<file path="config.mk">
export PLATFORM = sky130hd
export DESIGN_NAME = fe_sync_mem
export DESIGN_NICKNAME = d
export VERILOG_FILES = /design/src/rtl/fe_mem_pkg.sv /design/src/rtl/fe_access_ctrl.sv /design/src/rtl/fe_tag_array.sv /design/src/rtl/fe_data_array.sv /design/src/rtl/fe_sync_mem.sv
export SDC_FILE = /design/constraint.sdc
export NUM_CORES = 1
export LEC_CHECK = 0
export ABC_CLOCK_PERIOD_IN_PS = 3000
export BUFFER_PORTS_ARGS = -buffer_cell sky130_fd_sc_hd__buf_4
export CORE_MARGIN = 4
export CORE_UTILIZATION = 35
export CTS_CLUSTER_SIZE = 28
export DETAILED_ROUTE_END_ITERATION = 16
export GPL_ROUTABILITY_DRIVEN = 0
export SETUP_SLACK_MARGIN = 0.3
export SYNTH_ARGS = -nofsm -noshare
export SYNTH_HDL_FRONTEND = slang
export SYNTH_SLANG_ARGS = --single-unit
</file>
<file path="constraint.sdc">
create_clock -name clk -period 3 [get_ports clk]
set_clock_uncertainty 0.1 [all_clocks]
set_input_delay 0.3 -clock clk [delete_from_list [all_inputs] [get_ports clk]]
set_output_delay 0.3 -clock clk [all_outputs]
set_load 0.01 [all_outputs]
</file>
<file path="src/rtl/fe_mem_pkg.sv">
package fe_mem_pkg;
  typedef struct packed {
    logic ack;
    logic retry;
  } fe_rsp_t;
endpackage

</file>
<file path="src/rtl/fe_access_ctrl.sv">
module fe_access_ctrl
  import fe_mem_pkg::*;
#(
  parameter int DEPTH = 16,
  localparam int AW = $clog2(DEPTH)
) (
  input  logic             clr_tags,
  input  logic             st_req,
  input  logic [AW-1:0]    st_addr,
  input  logic             ld_req,
  input  logic [AW-1:0]    ld_addr,
  input  logic [DEPTH-1:0] tag_q,
  output logic             st_grant,
  output logic             ld_grant,
  output fe_rsp_t          st_rsp,
  output fe_rsp_t          ld_rsp
);
  logic same_slot;

  always_comb begin
    same_slot = (st_addr == ld_addr);
    // the load sees the flag as it stood before the cycle
    ld_grant  = ld_req && !clr_tags && tag_q[ld_addr];
    // the store is judged after the load has been applied
    st_grant  = st_req && !clr_tags &&
                (!tag_q[st_addr] || (ld_grant && same_slot));
    st_rsp.ack   = st_grant;
    st_rsp.retry = st_req && !st_grant;
    ld_rsp.ack   = ld_grant;
    ld_rsp.retry = ld_req && !ld_grant;
  end
endmodule

</file>
<file path="src/rtl/fe_tag_array.sv">
module fe_tag_array #(
  parameter int DEPTH = 16,
  localparam int AW = $clog2(DEPTH)
) (
  input  logic             clk,
  input  logic             rst_n,
  input  logic             clr_tags,
  input  logic             set_en,
  input  logic [AW-1:0]    set_addr,
  input  logic             clr_en,
  input  logic [AW-1:0]    clr_addr,
  output logic [DEPTH-1:0] tag_q
);
  logic [DEPTH-1:0] tag_d;

  for (genvar i = 0; i < DEPTH; i++) begin : g_slot
    always_comb begin
      tag_d[i] = tag_q[i];
      if (clr_tags) begin
        tag_d[i] = 1'b0;
      end else if (set_en && (set_addr == AW'(i))) begin
        tag_d[i] = 1'b1;
      end else if (clr_en && (clr_addr == AW'(i))) begin
        tag_d[i] = 1'b0;
      end
    end
  end

  always_ff @(posedge clk or negedge rst_n) begin
    if (!rst_n) begin
      tag_q <= '0;
    end else begin
      tag_q <= tag_d;
    end
  end


  clear_all_chk: assert property (@(posedge clk) disable iff (!rst_n)
    $past(clr_tags) |-> (tag_q == '0));

  store_sets_flag_chk: assert property (@(posedge clk) disable iff (!rst_n)
    $past(set_en && !clr_tags) |-> tag_q[$past(set_addr)]);

  load_clears_flag_chk: assert property (@(posedge clk) disable iff (!rst_n)
    $past(clr_en && !clr_tags && !(set_en && set_addr == clr_addr))
      |-> !tag_q[$past(clr_addr)]);
endmodule

</file>
<file path="src/rtl/fe_data_array.sv">
module fe_data_array #(
  parameter int DEPTH = 16,
  parameter int WIDTH = 16,
  localparam int AW = $clog2(DEPTH)
) (
  input  logic             clk,
  input  logic             rst_n,
  input  logic             sync_we,
  input  logic [AW-1:0]    sync_addr,
  input  logic [WIDTH-1:0] sync_wdata,
  input  logic             plain_we,
  input  logic [AW-1:0]    plain_addr,
  input  logic [WIDTH-1:0] plain_wdata,
  input  logic             sync_re,
  input  logic [AW-1:0]    sync_raddr,
  output logic [WIDTH-1:0] sync_rdata,
  input  logic             plain_re,
  output logic [WIDTH-1:0] plain_rdata
);
  logic [WIDTH-1:0] mem_q [DEPTH];
  logic [WIDTH-1:0] mem_d [DEPTH];
  logic [DEPTH-1:0] word_en;

  for (genvar i = 0; i < DEPTH; i++) begin : g_word
    always_comb begin
      word_en[i] = 1'b0;
      mem_d[i]   = mem_q[i];
      if (sync_we && (sync_addr == AW'(i))) begin
        word_en[i] = 1'b1;
        mem_d[i]   = sync_wdata;
      end else if (plain_we && (plain_addr == AW'(i))) begin
        word_en[i] = 1'b1;
        mem_d[i]   = plain_wdata;
      end
    end

    always_ff @(posedge clk) begin
      if (word_en[i]) begin
        mem_q[i] <= mem_d[i];
      end
    end
  end

  always_ff @(posedge clk or negedge rst_n) begin
    if (!rst_n) begin
      sync_rdata  <= '0;
      plain_rdata <= '0;
    end else begin
      if (sync_re) begin
        sync_rdata <= mem_q[sync_raddr];
      end
      if (plain_re) begin
        plain_rdata <= mem_q[plain_addr];
      end
    end
  end


  sync_beats_plain_chk: assert property (@(posedge clk) disable iff (!rst_n)
    $past(sync_we && plain_we && (sync_addr == plain_addr))
      |-> (mem_q[$past(sync_addr)] == $past(sync_wdata)));
endmodule

</file>
<file path="src/rtl/fe_sync_mem.sv">
module fe_sync_mem
  import fe_mem_pkg::*;
#(
  parameter int DEPTH = 16,
  parameter int WIDTH = 16,
  localparam int AW = $clog2(DEPTH)
) (
  input  logic             clk,
  input  logic             rst_n,
  input  logic             clr_tags,
  input  logic             st_req,
  input  logic [AW-1:0]    st_addr,
  input  logic [WIDTH-1:0] st_data,
  output logic             st_ack,
  output logic             st_retry,
  input  logic             ld_req,
  input  logic [AW-1:0]    ld_addr,
  output logic [WIDTH-1:0] ld_data,
  output logic             ld_ack,
  output logic             ld_retry,
  input  logic             raw_we,
  input  logic             raw_re,
  input  logic [AW-1:0]    raw_addr,
  input  logic [WIDTH-1:0] raw_wdata,
  output logic [WIDTH-1:0] raw_rdata
);
  logic [DEPTH-1:0] tag_q;
  logic             st_grant;
  logic             ld_grant;
  fe_rsp_t          st_rsp_d, ld_rsp_d, st_rsp_q, ld_rsp_q;

  fe_access_ctrl #(.DEPTH(DEPTH)) u_ctrl (
    .clr_tags (clr_tags),
    .st_req   (st_req),
    .st_addr  (st_addr),
    .ld_req   (ld_req),
    .ld_addr  (ld_addr),
    .tag_q    (tag_q),
    .st_grant (st_grant),
    .ld_grant (ld_grant),
    .st_rsp   (st_rsp_d),
    .ld_rsp   (ld_rsp_d)
  );

  fe_tag_array #(.DEPTH(DEPTH)) u_tags (
    .clk      (clk),
    .rst_n    (rst_n),
    .clr_tags (clr_tags),
    .set_en   (st_grant),
    .set_addr (st_addr),
    .clr_en   (ld_grant),
    .clr_addr (ld_addr),
    .tag_q    (tag_q)
  );

  fe_data_array #(.DEPTH(DEPTH), .WIDTH(WIDTH)) u_data (
    .clk         (clk),
    .rst_n       (rst_n),
    .sync_we     (st_grant),
    .sync_addr   (st_addr),
    .sync_wdata  (st_data),
    .plain_we    (raw_we),
    .plain_addr  (raw_addr),
    .plain_wdata (raw_wdata),
    .sync_re     (ld_grant),
    .sync_raddr  (ld_addr),
    .sync_rdata  (ld_data),
    .plain_re    (raw_re),
    .plain_rdata (raw_rdata)
  );

  always_ff @(posedge clk or negedge rst_n) begin
    if (!rst_n) begin
      st_rsp_q <= '0;
      ld_rsp_q <= '0;
    end else begin
      st_rsp_q <= st_rsp_d;
      ld_rsp_q <= ld_rsp_d;
    end
  end

  assign st_ack   = st_rsp_q.ack;
  assign st_retry = st_rsp_q.retry;
  assign ld_ack   = ld_rsp_q.ack;
  assign ld_retry = ld_rsp_q.retry;


  store_one_response_chk: assert property (@(posedge clk) disable iff (!rst_n)
    $past(st_req) |-> (st_ack != st_retry));

  load_idle_quiet_chk: assert property (@(posedge clk) disable iff (!rst_n)
    !$past(ld_req) |-> (!ld_ack && !ld_retry));

  refused_load_keeps_flag_chk: assert property (@(posedge clk) disable iff (!rst_n)
    $past(ld_req && !tag_q[ld_addr] && !(st_req && st_addr == ld_addr))
      |-> !tag_q[$past(ld_addr)]);
endmodule

</file>
==> results.json <==
{
  "diodes": 0,
  "final_cell_mix": "256 x edfxtp_1, 220 x mux2_2, 164 x mux4_2",
  "syn_area_um2": 17800,
  "synth_cell_types": 54,
  "r2r_slack_ns": 0.38,
  "cap_violations": 0,
  "core-area_um2": 50300,
  "clockBufferDepth": 3,
  "dieArea_um2": 54600,
  "outcome": "completed",
  "postPlaceCellArea_um2": 19700,
  "setup_viol": 0,
  "cp.arrival_ns": 2.78,
  "hold_viol": 0,
  "ant_nets": 0,
  "final_common_cell": "edfxtp_1",
  "track_usage_pct": 20.6,
  "maxSlewViolCount": 0,
  "dp_slack_ns": 0.0878,
  "grt_max_degree": 53,
  "overflow": 0,
  "clock-sinks": 308,
  "die_w_um": 234,
  "cts_tree": "done",
  "vias": 11100,
  "syn_to_final_growth_pct": 17.8,
  "maxSlewHeadroom_pct": 22.6,
  "ys.flop_type": "edfxtp_1",
  "placed_cells": 1807,
  "first_global_vias": 11300,
  "drt_iter0_markers": 1217,
  "io_pins": 87,
  "crit_type": "flip-flop to flip-flop",
  "worstReg2RegStart": "u_tags.tag_q[14]",
  "synth_edf_count": 256,
  "h-tree-depth": 2,
  "rows": 82,
  "finalCriticalPeriod_ns": 2.62,
  "path_clk_slew_ns": 0.06,
  "rsz0062_at_grt": "true",
  "fmax_mhz": 382,
  "yosysTopAreaCell": "edfxtp_1",
  "worstMarginPinSlew_ns": 1.15,
  "tns_ns": 0,
  "yosysSeqAreaShare_pct": 50.5,
  "irDropWorstVdd_uv": 295,
  "cp_data_required_time_ns": 3.17,
  "min_from": "ld_req",
  "start_util_pct": 35.4,
  "hold_depth": 2,
  "fin_nets": 1237,
  "rr_worst_depth": 8,
  "synth_seq_cells": 308,
  "crit_path_start_kind": "flip-flop",
  "synthTopCellsByArea": "edfxtp_1 43%, mux4_2 21%, mux2_2 14%",
  "synth_fp_nets": 1141,
  "cts_made_buffers": 34,
  "syn_avg_cell_area_um2": 16.3,
  "wirelength_mm": 56.7,
  "via_per_inst": 5.92,
  "drive_gt1_share_pct": 56.6,
  "holdPathEnd": "ld_retry",
  "die-height_um": 234,
  "fin_cells": 1882,
  "cts-root-buf": "clkbuf_16",
  "synth_top_area_share_pct": 43.2,
  "grt_pass1_wl_mm": 81.6,
  "synth-async-reset-ratio_pct": 16.9,
  "ys_warn_count": 0,
  "port_buffers": 86,
  "drc": 0,
  "synth_cells": 1090,
  "cp-end-kind": "flip-flop",
  "antenna_found_initial": 2,
  "firstDrtPassIters": 7,
  "final_core_util_pct": 41.7,
  "power.density_nw_per_um2": 520,
  "wl_per_cell_um": 30.1,
  "post-route-period-util_pct": 87.2,
  "r2r-end": "u_data.mem_q[3][14]",
  "holdWs_ns": 0.0420,
  "total_power_mw": 10.9,
  "hold_class": "primary input to flip-flop",
  "final_area_um2": 21000,
  "path_max_fanout": 8,
  "insertion_delay_ns": 0.52,
  "dp_hpwl_mm": 35.7,
  "fin_ws_ns": 0.384,
  "p_leak_nw": 7.30
}
-- where the power goes --
part	total (mW)	internal (mW)	switching (mW)	leakage [nW]
combinational	1.61	0.825	0.780	3.78
clock	4.31	2.54	1.77	0.554
sequential	4.99	4.88	0.116	2.97
total	10.9	8.24	2.67	7.30
-- worst max-delay path by stage --
stage          cells past startpoint                   end        startpoint  slack (ns)
2_1_floorplan                      5    u_data.mem_q[7][0]       raw_addr[1]       0.006
3_3_place_gp                       7   u_data.mem_q[8][13]        st_addr[0]        0.08
3_5_place_dp                       7   u_data.mem_q[8][13]        st_addr[0]        0.09
4_1_cts                            8  u_data.mem_q[10][11]   u_tags.tag_q[4]        0.29
5_1_grt                            8    u_data.mem_q[3][4]  u_tags.tag_q[14]        0.30
6_report                           8   u_data.mem_q[3][14]  u_tags.tag_q[14]        0.38
-- state kept, by name, summed over array words and instances (netlist names) --
name	flops
u_data.mem_q	256
u_data.plain_rdata	16
u_data.sync_rdata	16
u_tags.tag_q	16
ld_ack	1
ld_retry	1
st_ack	1
st_retry	1
-- cell usage after synthesis, types with 3 or more instances --
master / n
a31o_2: 3
a31oi_4: 5
and3_1: 3
buf_1: 12
buf_2: 18
buf_4: 3
buf_6: 14
clkbuf_1: 67
dfrtp_1: 52
edfxtp_1: 256
inv_1: 4
mux2_2: 220
mux2_4: 32
mux2i_1: 10
mux4_2: 164
nand2_1: 59
nand2b_1: 12
nand3_1: 4
nand3b_1: 5
nor2_1: 21
nor2b_1: 14
o21ai_0: 46
o21ai_4: 3
o22ai_1: 4
o2bb2ai_1: 18
or2_2: 3
xnor2_1: 4
-- cell families after synthesis --
group | after synthesis | synth area share [%]
AO/OA/AOI/OAI | 97 | 4.33
XOR/XNOR | 4 | 0.197
buffers and inverters | 118 | 3.27
flip-flops | 308 | 50.5
multiplexers | 427 | 38.0
AND/OR/NAND/NOR | 136 | 3.78
-- worst max-delay path, cell delays in order (launching register included) --
cell      delay, ns
dfrtp_1        0.42
mux2i_1        0.18
a32oi_2        0.15
nand2_2        0.16
a211oi_4       0.10
buf_12         0.15
o21ai_4        0.42
buf_4          0.29
mux2_2         0.36
-- layer usage --
metal	global-route usage (%)	vias up	routed length, um
li1	-	4615	-
met2	33.3	496	27100
met4	5.90	2	1610
met3	3.38	86	4050
met5	0	-	20
met1	28.8	5937	23800
-- cell type report --
cell class	instances	area (um2)
Inverter	4	15.0
Tap cell	672	841
Clock inverter	16	185
Multi-Input combinational cell	664	8380
Sequential cell	308	8990
Clock buffer	44	930
Fill cell	4519	29300
Timing Repair Buffer	174	1650
-- repair_timing --
| item | in CTS | in global routing |
|---|---|---|
| pin swaps | 1 | 4 |
| gates resized for setup | 3 | 10 |
| hold endpoints to repair | 53 | 0 |
| endpoints found under the setup margin | 45 | 173 |
| cloned | 0 | 0 |
| setup buffers | 2 | 11 |
| hold buffers | 2 | 0 |
(Power assumes the default switching activity.)
